## src/rtl/srd_pkg.sv

```systemverilog
package srd_pkg;
  typedef enum logic [1:0] {
    ST_IDLE  = 2'd0,
    ST_FETCH = 2'd1,
    ST_ACK   = 2'd2,
    ST_REL   = 2'd3
  } srd_state_e;
endpackage

```

## src/rtl/srd_sync.sv

```systemverilog
// Multi-stage synchronizer, one chain per bit, with per-bit reset value.
module srd_sync #(
  parameter int unsigned W = 3,
  parameter int unsigned STAGES = 2,
  parameter logic [W-1:0] RST_VAL = '0
) (
  input  logic         clk,
  input  logic         rst,
  input  logic [W-1:0] d_async,
  output logic [W-1:0] q_sync
);
  for (genvar b = 0; b < W; b++) begin : g_bit
    logic [STAGES-1:0] chain;
    always_ff @(posedge clk) begin
      if (rst) chain <= {STAGES{RST_VAL[b]}};
      else     chain <= {chain[STAGES-2:0], d_async[b]};
    end
    assign q_sync[b] = chain[STAGES-1];
  end
endmodule

```

## src/rtl/srd_fetch.sv

```systemverilog
// Internal read port: request pulse, ready capture, time-out substitution.
module srd_fetch #(
  parameter int unsigned ADDR_W = 15,
  parameter int unsigned DATA_W = 16,
  parameter logic [DATA_W-1:0] TMO_WORD = 16'hDEAD
) (
  input  logic              clk,
  input  logic              rst,
  input  logic              start,
  input  logic [ADDR_W-1:0] addr_in,
  input  logic              tmo,
  input  logic              clr,
  input  logic              rdy,
  input  logic [DATA_W-1:0] rdata,
  output logic              req,
  output logic [ADDR_W-1:0] req_addr,
  output logic              dvalid,
  output logic [DATA_W-1:0] dout
);
  logic pending;

  always_ff @(posedge clk) begin
    if (rst) begin
      req      <= 1'b0;
      req_addr <= '0;
      pending  <= 1'b0;
      dvalid   <= 1'b0;
      dout     <= '0;
    end else begin
      req <= start;
      if (start) begin
        req_addr <= addr_in;
        pending  <= 1'b1;
      end
      if (clr) begin
        pending <= 1'b0;
        dvalid  <= 1'b0;
        dout    <= '0;
      end else if (pending && (rdy || tmo)) begin
        // a real ready wins over a coincident time-out
        dout    <= rdy ? rdata : TMO_WORD;
        dvalid  <= 1'b1;
        pending <= 1'b0;
      end
    end
  end
endmodule

```

## src/rtl/srd_seq.sv

```systemverilog
// Cycle sequencer: gap enforcement, window counter, acknowledge phases.
module srd_seq
  import srd_pkg::*;
#(
  parameter int unsigned PRE_CLKS = 2,
  parameter int unsigned MIN_ACK  = 7,
  parameter int unsigned TMO      = 54,
  parameter int unsigned GAP      = 4
) (
  input  logic clk,
  input  logic rst,
  input  logic sel,
  input  logic rd,
  input  logic aen,
  input  logic dvalid,
  output logic start,
  output logic tmo,
  output logic go_rel,
  output logic ack_oe,
  output logic ack_val
);
  localparam int unsigned CNT_W = $clog2(TMO + 2);
  localparam int unsigned GAP_W = $clog2(GAP + 1);
  localparam logic [CNT_W-1:0] CNT_MAX = {CNT_W{1'b1}};
  localparam logic [GAP_W-1:0] GAP_V   = GAP_W'(GAP);

  srd_state_e st, st_n;
  logic [CNT_W-1:0] cnt, cnt_n;
  logic [GAP_W-1:0] gap, gap_n;

  always_comb begin
    st_n  = st;
    cnt_n = (cnt == CNT_MAX) ? cnt : cnt + 1'b1;
    gap_n = gap;
    start = 1'b0;
    unique case (st)
      ST_IDLE: begin
        cnt_n = cnt;
        if (gap < GAP_V) gap_n = gap + 1'b1;
        if (sel && rd && aen && gap >= GAP_V) begin
          st_n  = ST_FETCH;
          cnt_n = '0;
          start = 1'b1;
        end
      end
      ST_FETCH: begin
        if (!sel) st_n = ST_REL;
        else if (dvalid && cnt_n >= CNT_W'(MIN_ACK)) st_n = ST_ACK;
      end
      ST_ACK: if (!sel) st_n = ST_REL;
      ST_REL: st_n = ST_IDLE;
      default: st_n = ST_IDLE;
    endcase
    if (st_n == ST_REL && st != ST_REL) gap_n = '0;
  end

  assign tmo    = (st == ST_FETCH) && (cnt == CNT_W'(TMO - 1));
  assign go_rel = (st_n == ST_REL) && (st != ST_REL);

  always_ff @(posedge clk) begin
    if (rst) begin
      st      <= ST_IDLE;
      cnt     <= '0;
      gap     <= GAP_V;
      ack_oe  <= 1'b0;
      ack_val <= 1'b1;
    end else begin
      st      <= st_n;
      cnt     <= cnt_n;
      gap     <= gap_n;
      ack_oe  <= (st_n == ST_FETCH && cnt_n >= CNT_W'(PRE_CLKS)) ||
                 st_n == ST_ACK || st_n == ST_REL;
      ack_val <= (st_n != ST_ACK);
    end
  end
endmodule

```

## src/rtl/strobe_rd_slave.sv

```systemverilog
module strobe_rd_slave #(
  parameter int unsigned ADDR_W   = 15,
  parameter int unsigned DATA_W   = 16,
  parameter int unsigned STAGES   = 2,
  parameter int unsigned PRE_CLKS = 2,
  parameter int unsigned MIN_ACK  = 7,
  parameter int unsigned TMO      = 54,
  parameter int unsigned GAP      = 4,
  parameter logic [DATA_W-1:0] TMO_WORD = 16'hDEAD
) (
  input  logic              clk,
  input  logic              rst,
  input  logic              cs_n,
  input  logic              ds_n,
  input  logic              rd_wr,
  input  logic              addr_en,
  input  logic [ADDR_W-1:0] addr,
  output logic [DATA_W-1:0] data_out,
  output logic              data_oe,
  output logic              ack_oe,
  output logic              ack_val,
  output logic              fetch_req,
  output logic [ADDR_W-1:0] fetch_addr,
  input  logic              fetch_rdy,
  input  logic [DATA_W-1:0] fetch_data
);
  logic [2:0] ctl_s;
  logic sel, start, tmo, go_rel, dvalid;

  srd_sync #(.W(3), .STAGES(STAGES), .RST_VAL(3'b110)) sync_i (
    .clk(clk), .rst(rst), .d_async({cs_n, ds_n, rd_wr}), .q_sync(ctl_s)
  );

  assign sel = !ctl_s[2] && !ctl_s[1];

  srd_seq #(.PRE_CLKS(PRE_CLKS), .MIN_ACK(MIN_ACK), .TMO(TMO), .GAP(GAP)) seq_i (
    .clk(clk), .rst(rst), .sel(sel), .rd(ctl_s[0]), .aen(addr_en),
    .dvalid(dvalid), .start(start), .tmo(tmo), .go_rel(go_rel),
    .ack_oe(ack_oe), .ack_val(ack_val)
  );

  srd_fetch #(.ADDR_W(ADDR_W), .DATA_W(DATA_W), .TMO_WORD(TMO_WORD)) fetch_i (
    .clk(clk), .rst(rst), .start(start), .addr_in(addr), .tmo(tmo),
    .clr(go_rel), .rdy(fetch_rdy), .rdata(fetch_data), .req(fetch_req),
    .req_addr(fetch_addr), .dvalid(dvalid), .dout(data_out)
  );

  assign data_oe = dvalid;
endmodule

```

## config.mk

```make
export PLATFORM = sky130hd
export DESIGN_NAME = strobe_rd_slave
export DESIGN_NICKNAME = d
export VERILOG_FILES = /design/src/rtl/srd_pkg.sv /design/src/rtl/srd_sync.sv /design/src/rtl/srd_fetch.sv /design/src/rtl/srd_seq.sv /design/src/rtl/strobe_rd_slave.sv
export SDC_FILE = /design/constraint.sdc
export NUM_CORES = 1
export LEC_CHECK = 0
export ABC_AREA = 1
export ABC_CLOCK_PERIOD_IN_PS = 2300
export BUFFER_PORTS_ARGS = -buffer_cell sky130_fd_sc_hd__buf_4
export CAP_MARGIN = 15
export CORE_ASPECT_RATIO = 0.6
export CORE_MARGIN = 5
export CORE_UTILIZATION = 50
export DETAILED_ROUTE_END_ITERATION = 16
export PLACE_DENSITY_LB_ADDON = 0.08
export RECOVER_POWER = 50
export SYNTH_ARGS = -nofsm -noshare
export SYNTH_HDL_FRONTEND = slang
export SYNTH_SLANG_ARGS = --single-unit
```

## constraint.sdc

```tcl
create_clock -name clk -period 2.3 [get_ports clk]
set_clock_uncertainty 0.05 [all_clocks]
set_input_delay 0.46 -clock clk [delete_from_list [all_inputs] [get_ports clk]]
set_output_delay 0.46 -clock clk [all_outputs]
set_load 0.02 [all_outputs]
```

==> impl_metrics.py, run 1 <==
metrics = {
    "timing": {
        "maxSlewHeadroom_pct": 58.3,
        "rsz_0062_raised_after_global_routing": "false",
        "timing_hold_violations_final": 0,
        "finalMaxSlewViolations": 0,
        "setup_total_negative_slack_ns": 0,
        "finalWorstPathRequiredPeriod_ns": 2.05,
        "timing_worst_slew_pin_value_ns": 0.626,
        "finalSetupViolations": 0,
        "timing.hold.ws_ns": 0.282,
        "fmax_mhz": 489,
        "finalCritPeriodShare_pct": 89.0,
    },
    "global_routing": {
        "antenna_found_initial": 0,
        "grt_total_ovfl": 0,
        "grt_pass1_vias": 1937,
        "grt_start_max_net_pins": 21,
        "grt.total_usage_pct": 17.2,
        "grt_pass1_wl_um": 8860,
    },
    "synth": {
        "synth.avg_cell_area_um2": 7.46,
        "synthArstFlopShare_pct": 0,
        "synth_top_cells_by_area": "dfxtp_1 46%, nand2_1 7.9%, nor2_1 7.4%, nor2_2 6.2%, nand3_1 6.0%",
        "yosysMostFrequentCell": "dfxtp_1",
        "synth.yosys.warnings": 0,
        "synthDominantCellAreaShare_pct": 45.6,
        "synth.distinct_cells": 29,
        "syn_nets": 353,
        "syn_inst": 312,
        "postSynth.topFlopCell": "dfxtp_1",
        "combined_area_of_all_synthesized_cells_mm2": 0.00233,
        "seq_area_frac_synth_pct": 45.6,
        "synthDominantAreaCellType": "dfxtp_1",
        "synth.cells.most_frequent": "53 x dfxtp_1, 49 x nand2_1, 46 x nor2_1",
        "postSynthRegisterBits": 53,
        "synth-edff-count": 0,
    },
    "detailed_routing": {
        "drt_drc": 0,
        "ant_nets": 0,
        "firstDrtPassIters": 4,
        "drt_iter0_markers": 69,
        "routed_wire_length_per_instance_um": 12.0,
        "total_length_of_routed_wires_um": 5370,
        "vias": 2129,
        "routed_via_density": 4.77,
    },
    "power": {
        "vdd_drop_max_mv": 0.393,
        "total_power_density_per_cell_area_mw_per_mm2": 662,
        "power.leakage_nw": 1.29,
        "power.total_mw": 1.89,
    },
    "critical_path": {
        "critical_path.max_fanout": 20,
        "timing.critical_path.from_type": "flip-flop",
        "timing.setup.critical_path_class": "reg2reg",
        "rr_worst_depth": 17,
        "timing.critical_path.slowest_cell_delay_ns": 0.40,
        "timing.critical_path.required_ns": 2.46,
        "critPathArrivalTime_ns": 2.20,
        "worstSetupEndpointType": "flip-flop",
        "worst_path_max_delay_cell": "dfxtp_2",
        "critPathMostFrequentCell": "nand2_1",
        "worstPathCellList": "ha_1 -> nand2_1 -> nor2_2 -> nand2_1 -> nand2_1 -> nand2_1 -> nand3_1 -> nand2_1 -> nand2_1 -> nand2_1 -> nand2_1 -> nand2_1 -> nand2_2 -> nand2_2 -> nand2_2 -> buf_12 -> nor2_2",
    },
    "cells_and_area": {
        "syn_to_final_growth_pct": 22.8,
        "fillers": 440,
        "drive_gt1_share_pct": 22.7,
        "finished_layout_cells": 446,
        "final_net_count": 423,
        "antenna_cells_inserted": 0,
    },
    "floorplan": {
        "die-area_mm2": 0.00616,
        "placement_rows": 19,
        "design.core.area_mm2": 0.00454,
        "die_h_um": 62.8,
        "start_util_pct": 51.3,
        "dieWidth_um": 98.1,
        "design.portCount": 73,
    },
    "clock_tree": {
        "cts-htree-levels": 2,
        "cts.path.max_buffers": 2,
        "cts_sinks": 53,
        "tritoncts": "built",
        "clock_latency_ns": 0.30,
        "ctsRootBufferMaster": "clkbuf_8",
        "cts_inserted_buffers": 5,
        "clk_pin_slew_ns": 0.09,
    },
    "worst_hold_path": {
        "min_delay_path_depth": 2,
        "timing.hold.worst.class": "in2reg",
    },
    "place": {
        "dpl.cell_count": 438,
        "numPortBuffers": 72,
        "hpwlAfterDp_um": 3950,
        "gp_congestion": 0.926,
    },
    "status": {
        "status": "completed",
    },
    "flow_run": {
        "timing.max_cap.violations": 0,
    },
}
-- final timing paths --
kind	start	endpoint	slack (ns)
min	ds_n	sync_i.g_bit[1].chain[0]$_SDFF_PP1_	0.28
max	seq_i.cnt[0]$_SDFF_PP0_	fetch_i.dout[7]$_SDFFE_PP0P_	0.25
max reg2reg	seq_i.cnt[0]$_SDFF_PP0_	fetch_i.dout[7]$_SDFFE_PP0P_	0.25
min reg2reg	sync_i.g_bit[0].chain[0]$_SDFF_PP0_	sync_i.g_bit[0].chain[1]$_SDFF_PP0_	0.37
-- metal layers --
layer / vias to the layer above / track usage, % / part of all wire, %
li1: 1112 / - / -
met1: 945 / 23.1 / 49
met2: 68 / 24.5 / 40
met3: 4 / 8.47 / 11
met4: 0 / 4.66 / 0.74
met5: - / 0 / 0
-- cells in the final DEF (no fill, tap or decap) --
cell and n:
a21oi_1 3, a22oi_1 1, a31oi_1 2, buf_12 1, buf_4 41, clkbuf_1 37
clkbuf_8 5, clkinv_2 1, dfxtp_1 52, dfxtp_2 1, ha_1 3, inv_1 34
inv_2 2, inv_4 1, inv_6 1, mux2i_1 1, nand2_1 49, nand2_2 5
nand2_4 1, nand3_1 28, nand3_2 1, nand4_1 4, nor2_1 47, nor2_2 22
o211ai_1 1, o21ai_0 20, o21ai_1 10, o21bai_1 1, or2_2 4, or4_4 1
xnor2_1 1, xor2_1 2
-- report_power, final --
part	switching (mW)	internal, mW
registers	0.0519	0.964
clock network	0.302	0.218
logic	0.209	0.147
total	0.563	1.33
-- repair_timing --
| item | in CTS | in global routing |
|---|---|---|
| resized for setup | 0 | 1 |
| hold buffers | 0 | 0 |
| setup endpoints to repair | 0 | 20 |
| endpoints found under the hold margin | 0 | 0 |
| setup buffers | 0 | 0 |
-- per-stage QoR --
step,utilization [%],instance area [µm²],worst slack [ns]
final,62.9,2860,0.254
after global routing,62.9,2860,0.0177
after CTS,65.9,2990,0.203
after detailed placement,64.0,2910,0.208
after global placement,64.0,2910,0.264
after floorplan,-,2330,0.463
-- cells by family after synthesis --
group                      Yosys count  share of synthesized area [%]
AOI/OAI and AO/OA                   38                           8.60
adders and majority gates            3                           1.61
and+or+nand+nor                    162                           32.4
xor gates and xnor gates             3                           1.13
DFF                                 53                           45.6
buffers and inverters               52                           10.2
muxes                                1                          0.430
-- cell type report --
class	count	area, µm²	area share (%)
Inverter	37	141	4.95
Sequential cell	53	1060	37.2
Timing Repair Buffer	78	463	16.2
Clock buffer	6	72.6	2.54
Multi-Input combinational cell	207	1030	35.9
Clock inverter	2	13.8	0.482
Tap cell	63	78.8	2.76
-- sequential cells by signal, indices dropped and copies added, names as in the netlist --
| signal | cells |
|---|---|
| fetch_i.req_addr | 15 |
| sync_i.g_bit.chain | 6 |
| seq_i.ack_val | 1 |
| fetch_i.dvalid | 1 |
| seq_i.gap | 3 |
| fetch_i.dout | 16 |
| fetch_i.req | 1 |
| seq_i.ack_oe | 1 |
| seq_i.cnt | 6 |
| seq_i.st | 2 |
| fetch_i.pending | 1 |
-- worst max-delay path: cells and delay by family, from the launching register on --
| family | cells | cell delay [ns] |
|---|---|---|
| buffers and inverters | 1 | 0.19 |
| AND/OR/NAND/NOR | 15 | 1.04 |
| flip-flops | 1 | 0.40 |
| adder cells (fa/ha/maj) | 1 | 0.24 |
(Power assumes the default switching activity.)
==> run 2: changes to the inputs <==
MAX_ROUTING_LAYER = met4   (was default)
==> run 2 against run 1 <==
  * Register-to-register slack improved by 0.03 ns
  * Combinational power down 3%
  * Die area is the same
  * Critical path depth unchanged
  * Cell count unchanged
  * Sequential power hardly changed
  * First-iteration DRC count is 16% higher
  * Sequential cell count did not move
  * Worst hold slack got worse by 0.0057 ns
  * Global-route usage grew 0.97 points
  * Worst setup slack improved by 0.032 ns
  * Sequential share of layout area is 0.16 points lower
  * Largest power group unchanged
==> impl_metrics.py, run 2 (synthesized netlist as in run 1, its figures left out) <==
metrics = {
    "timing": {
        "finalCritPeriodShare_pct": 87.6,
        "finalWorstPathRequiredPeriod_ns": 2.01,
        "timing_hold_violations_final": 0,
        "timing.hold.ws_ns": 0.276,
        "rsz_0062_raised_after_global_routing": "false",
        "finalMaxSlewViolations": 0,
        "timing_worst_slew_pin_value_ns": 0.608,
        "fmax_mhz": 497,
        "setup_total_negative_slack_ns": 0,
        "finalSetupViolations": 0,
        "maxSlewHeadroom_pct": 59.5,
    },
    "place": {
        "hpwlAfterDp_um": 3900,
        "numPortBuffers": 72,
        "gp_congestion": 0.918,
    },
    "clock_tree": {
        "cts_post_setup_buffers_inserted": 0,
        "cts-htree-levels": 2,
        "cts_sinks": 53,
        "cts_inserted_buffers": 5,
        "clk_pin_slew_ns": 0.10,
        "clock_latency_ns": 0.31,
        "cts_stage_hold_buffer_count": 0,
        "tritoncts": "built",
        "ctsRootBufferMaster": "clkbuf_8",
        "cts.path.max_buffers": 2,
    },
    "critical_path": {
        "timing.critical_path.slowest_cell_delay_ns": 0.39,
        "critical_path_buf_inv_count": 1,
        "critPathTopFamily": "simple AND/OR/NAND/NOR gates",
        "critical_path.max_fanout": 20,
        "critPathMostFrequentCell": "nand2_1",
        "worst_path_max_delay_cell": "dfxtp_1",
        "timing.setup.critical_path_class": "reg2reg",
        "worstSetupEndpointType": "flip-flop",
        "timing.critical_path.from_type": "flip-flop",
        "timing.critical_path.required_ns": 2.46,
        "critPathArrivalTime_ns": 2.17,
        "worstPathCellList": "ha_1 -> nand2_1 -> nor2_2 -> nand2_1 -> nand2_1 -> nand2_1 -> nand3_1 -> nand2_1 -> nand2_1 -> nand2_1 -> nand2_1 -> nand2_1 -> nand2_2 -> nand2_2 -> nand2_2 -> buf_12 -> nor2_2",
    },
    "cells_and_area": {
        "layout.cells.most_common_list": "52 x dfxtp_1, 49 x nand2_1, 47 x nor2_1",
        "final_common_cell": "dfxtp_1",
        "final_net_count": 423,
        "largest_reg_flops": 16,
        "antenna_cells_inserted": 0,
        "drive_gt1_share_pct": 23.0,
        "max_flop_register": "fetch_i.dout",
        "reg.largest.list": "fetch_i.dout x16, fetch_i.req_addr x15",
        "syn_to_final_growth_pct": 23.3,
    },
    "floorplan": {
        "dieWidth_um": 98.1,
        "die-area_mm2": 0.00616,
        "design.core.area_mm2": 0.00454,
        "placement_rows": 19,
        "die_h_um": 62.8,
        "design.portCount": 73,
        "start_util_pct": 51.3,
    },
    "global_routing": {
        "antenna_found_initial": 0,
        "grt_start_max_net_pins": 21,
        "grt_total_ovfl": 0,
        "grt.total_usage_pct": 18.2,
        "grt_pass1_wl_um": 9050,
        "grt_pass1_vias": 1972,
    },
    "detailed_routing": {
        "drt_iter0_markers": 80,
        "drt_drc": 0,
        "total_length_of_routed_wires_um": 5330,
        "routed_via_density": 4.72,
        "routed_wire_length_per_instance_um": 11.9,
        "vias": 2105,
        "ant_nets": 0,
        "firstDrtPassIters": 4,
    },
    "power": {
        "total_power_density_per_cell_area_mw_per_mm2": 670,
        "power.leakage_nw": 1.30,
        "vdd_drop_max_mv": 0.383,
    },
    "status": {
        "status": "completed",
    },
    "worst_hold_path": {
        "timing.hold.worst.class": "in2reg",
    },
    "flow_run": {
        "timing.max_cap.violations": 0,
    },
}
==> run 2: cell types whose count changed in the layout (fill, tap and decap cells not counted) <==
cell | before | now
clkbuf_1 | 37 | 36
clkinv_2 | 1 | 0
clkinvlp_4 | 0 | 1
clkbuf_8 | 5 | 6
==> run 2: area by class of cell <==
class / count / area (µm²)
clock inverter: 2 / 16.3
fill: 447 / 1670
inverter: 37 / 141
clock buffer: 6 / 82.6
tap: 63 / 78.8
sequential: 53 / 1060
timing repair buffer: 78 / 463
multi-input combinational: 207 / 1030
==> run 2: timing repair <==
item,in CTS,in global routing
resized for setup,0,1
endpoints found under the hold margin,0,0
setup endpoints to repair,0,20
==> run 2: path summary, 6_finish.rpt <==
path                                                           from                                   to  slack, ns  cells after the start
worst max-delay path                        seq_i.cnt[1]$_SDFF_PP0_          fetch_i.dvalid$_SDFFE_PP0P_       0.29                     17
worst min-delay path                                           ds_n  sync_i.g_bit[1].chain[0]$_SDFF_PP1_       0.28                      2
worst max register to register              seq_i.cnt[1]$_SDFF_PP0_          fetch_i.dvalid$_SDFFE_PP0P_       0.29                     17
worst min register to register  sync_i.g_bit[2].chain[0]$_SDFF_PP1_  sync_i.g_bit[2].chain[1]$_SDFF_PP1_       0.36                      1
==> run 2: layer usage <==
layer  wire (µm)  share of wire [%]  GRT usage [%]  vias up
met2        2140                 40           24.6       62
met4          52               0.98           5.87        0
met1        2690                 50           24.8      925
met5           0                  0              -        -
met3         446                8.4           7.02        5
li1            -                  -              -     1113
==> run 2: stage by stage <==
stage	util (%)	cells	cell area, µm²	power [mW]	worst slack, ns
after floorplan	-	312	2330	1.27	0.463
after global placement	64.0	438	2910	1.39	0.262
after detailed placement	64.0	438	2910	1.39	0.218
after CTS	66.2	446	3010	1.95	0.221
after global routing	63.2	446	2870	2.05	0.0450
final	63.2	446	2870	1.92	0.286
==> run 2: where the power goes <==
part | internal [mW] | switching, mW
clock network | 0.248 | 0.312
logic | 0.146 | 0.201
registers | 0.964 | 0.0515
total | 1.36 | 0.564
==> run 3: changes to the inputs <==
CORE_ASPECT_RATIO = 0.7   (was 0.6)
GPL_ROUTABILITY_DRIVEN = 0   (was default)
==> run 3 against run 2 <==
  * First-iteration DRC count rose by 11%
  * Sequential share of layout area rose by 0.39 points
  * Routed wire length fell by 4.2%
  * Global-route usage fell by 0.87 points
  * Cell area fell by 1.0%
  * Sequential cell count did not move
  * Highest routed layer unchanged
  * Clock power fell by 5.4%
  * Critical endpoint is now fetch_i.dout[2]$_SDFFE_PP0P_
  * Core utilization rose by 0.91 points
  * Critical path depth did not move
  * Via count barely moved
  * Register-to-register slack got worse by 0.05 ns
  * Clock-buffer cell count did not move
==> impl_metrics.py, run 3 (synthesized netlist as in run 1, its figures left out) <==
metrics = {
    "clock_tree": {
        "cts_post_setup_buffers_inserted": 0,
        "cts-htree-levels": 2,
        "cts_sinks": 53,
        "clk_pin_slew_ns": 0.09,
        "ctsRootBufferMaster": "clkbuf_8",
        "cts_inserted_buffers": 5,
        "tritoncts": "built",
        "cts.path.max_buffers": 2,
        "clock_latency_ns": 0.30,
    },
    "cells_and_area": {
        "max_flop_register": "fetch_i.dout",
        "final_common_cell": "dfxtp_1",
        "largest_reg_flops": 16,
        "reg.largest.list": "fetch_i.dout x16, fetch_i.req_addr x15",
        "syn_to_final_growth_pct": 22.0,
        "antenna_cells_inserted": 0,
        "layout.cells.most_common_list": "52 x dfxtp_1, 49 x nand2_1, 47 x nor2_1",
        "final_net_count": 422,
        "drive_gt1_share_pct": 22.3,
        "finished_layout_cells": 436,
        "fillers": 438,
    },
    "critical_path": {
        "timing.setup.critical_path_class": "reg2reg",
        "timing.critical_path.from_type": "flip-flop",
        "critPathArrivalTime_ns": 2.22,
        "crit_start": "seq_i.cnt[1]$_SDFF_PP0_",
        "worstSetupEndpointType": "flip-flop",
        "critical_path.max_fanout": 20,
        "reg2reg_from": "seq_i.cnt[1]$_SDFF_PP0_",
        "timing.critical_path.required_ns": 2.46,
    },
    "floorplan": {
        "design.core.area_mm2": 0.00443,
        "start_util_pct": 52.5,
        "die_h_um": 67.1,
        "die-area_mm2": 0.00614,
        "placement_rows": 20,
        "dieWidth_um": 91.5,
        "design.portCount": 73,
    },
    "timing": {
        "timing_hold_violations_final": 0,
        "finalWorstPathRequiredPeriod_ns": 2.06,
        "setup_slack_ns": 0.236,
        "finalMaxSlewViolations": 0,
        "setup_total_negative_slack_ns": 0,
        "finalCritPeriodShare_pct": 89.7,
        "rsz_0062_raised_after_global_routing": "false",
        "timing.hold.ws_ns": 0.287,
        "finalSetupViolations": 0,
        "fmax_mhz": 485,
        "maxSlewHeadroom_pct": 61.6,
        "timing_worst_slew_pin_value_ns": 0.576,
    },
    "global_routing": {
        "grt_total_ovfl": 0,
        "grt_pass1_wl_um": 8320,
        "grt_pass1_vias": 1909,
        "antenna_found_initial": 0,
        "grt_start_max_net_pins": 21,
        "grt.total_usage_pct": 17.3,
    },
    "power": {
        "total_power_density_per_cell_area_mw_per_mm2": 666,
        "vdd_drop_max_mv": 0.452,
        "power.leakage_nw": 1.28,
        "power.total_mw": 1.89,
    },
    "detailed_routing": {
        "firstDrtPassIters": 4,
        "total_length_of_routed_wires_um": 5110,
        "routed_via_density": 4.83,
        "ant_nets": 0,
        "routed_wire_length_per_instance_um": 11.7,
        "vias": 2106,
        "drt_iter0_markers": 89,
        "drt_drc": 0,
    },
    "status": {
        "status": "completed",
    },
    "flow_run": {
        "timing.max_cap.violations": 0,
    },
    "place": {
        "hpwlAfterDp_um": 3780,
        "numPortBuffers": 72,
        "dpl_worst_slack_ns": 0.206,
        "dpl.cell_count": 429,
    },
    "worst_hold_path": {
        "timing.hold.worst.class": "in2reg",
        "min_from": "cs_n",
    },
}
[run 3: cell types whose count changed in the layout (fill, tap and decap cells not counted), sizes merged]
cell	previous run	this run
buf	42	40
clkbuf	42	43
inv	38	37
[run 3: what timing repair did]
item                       4_1_cts  5_1_grt
gates resized for setup          0        1
hold buffers                     0        0
setup endpoints to repair        0       15
[run 3: worst paths after layout]
kind                                         endpoint  slack, ns  cells after the start
setup / recovery         fetch_i.dout[2]$_SDFFE_PP0P_       0.24                     17
setup reg to reg         fetch_i.dout[2]$_SDFFE_PP0P_       0.24                     17
hold / removal    sync_i.g_bit[2].chain[0]$_SDFF_PP1_       0.29                      2
hold reg to reg   sync_i.g_bit[0].chain[1]$_SDFF_PP0_       0.36                      2
[run 3: area by class of cell]
cell class	count	area (µm²)	share of cell area, %
Inverter	37	141	4.98
Tap cell	55	68.8	2.42
Clock inverter	1	7.51	0.264
Multi-Input combinational cell	207	1030	36.1
Clock buffer	6	82.6	2.91
Sequential cell	53	1060	37.4
Timing Repair Buffer	77	452	15.9
[run 3: layer usage]
layer  GRT usage (%)  part of all wire (%)  up-vias
met4            5.08                  0.69        0
met3            7.11                   8.4        2
met2            24.7                    42       60
met5               -                     0        -
li1                -                     -     1111
met1            22.4                    49      933
[run 3: power by group]
| group | leakage, nW | internal (mW) | total [mW] | switching [mW] |
|---|---|---|---|---|
| clock | 0.0433 | 0.238 | 0.530 | 0.292 |
| sequential | 0.429 | 0.964 | 1.02 | 0.0534 |
| combinational | 0.810 | 0.145 | 0.344 | 0.200 |
[run 3: per-stage QoR]
stage	area, µm²	util (%)
CTS	2980	67.3
finish	2840	64.1
detailed placement	2890	65.3
floorplan	2330	-
global placement	2890	65.3
global route	2840	64.1
[run 3: critical path, stage by stage, from the launching register on]
cell     delay [ns]
dfxtp_1        0.43
ha_1           0.25
nand2_1        0.08
nor2_2         0.11
nand2_1        0.10
nand2_1        0.07
nand2_1        0.06
nand3_1        0.06
nand2_1        0.05
nand2_1        0.07
nand2_1        0.05
nand2_1        0.05
nand2_1        0.06
nand2_2        0.08
nand2_2        0.06
nand2_2        0.07
buf_12         0.19
nor2_2         0.05
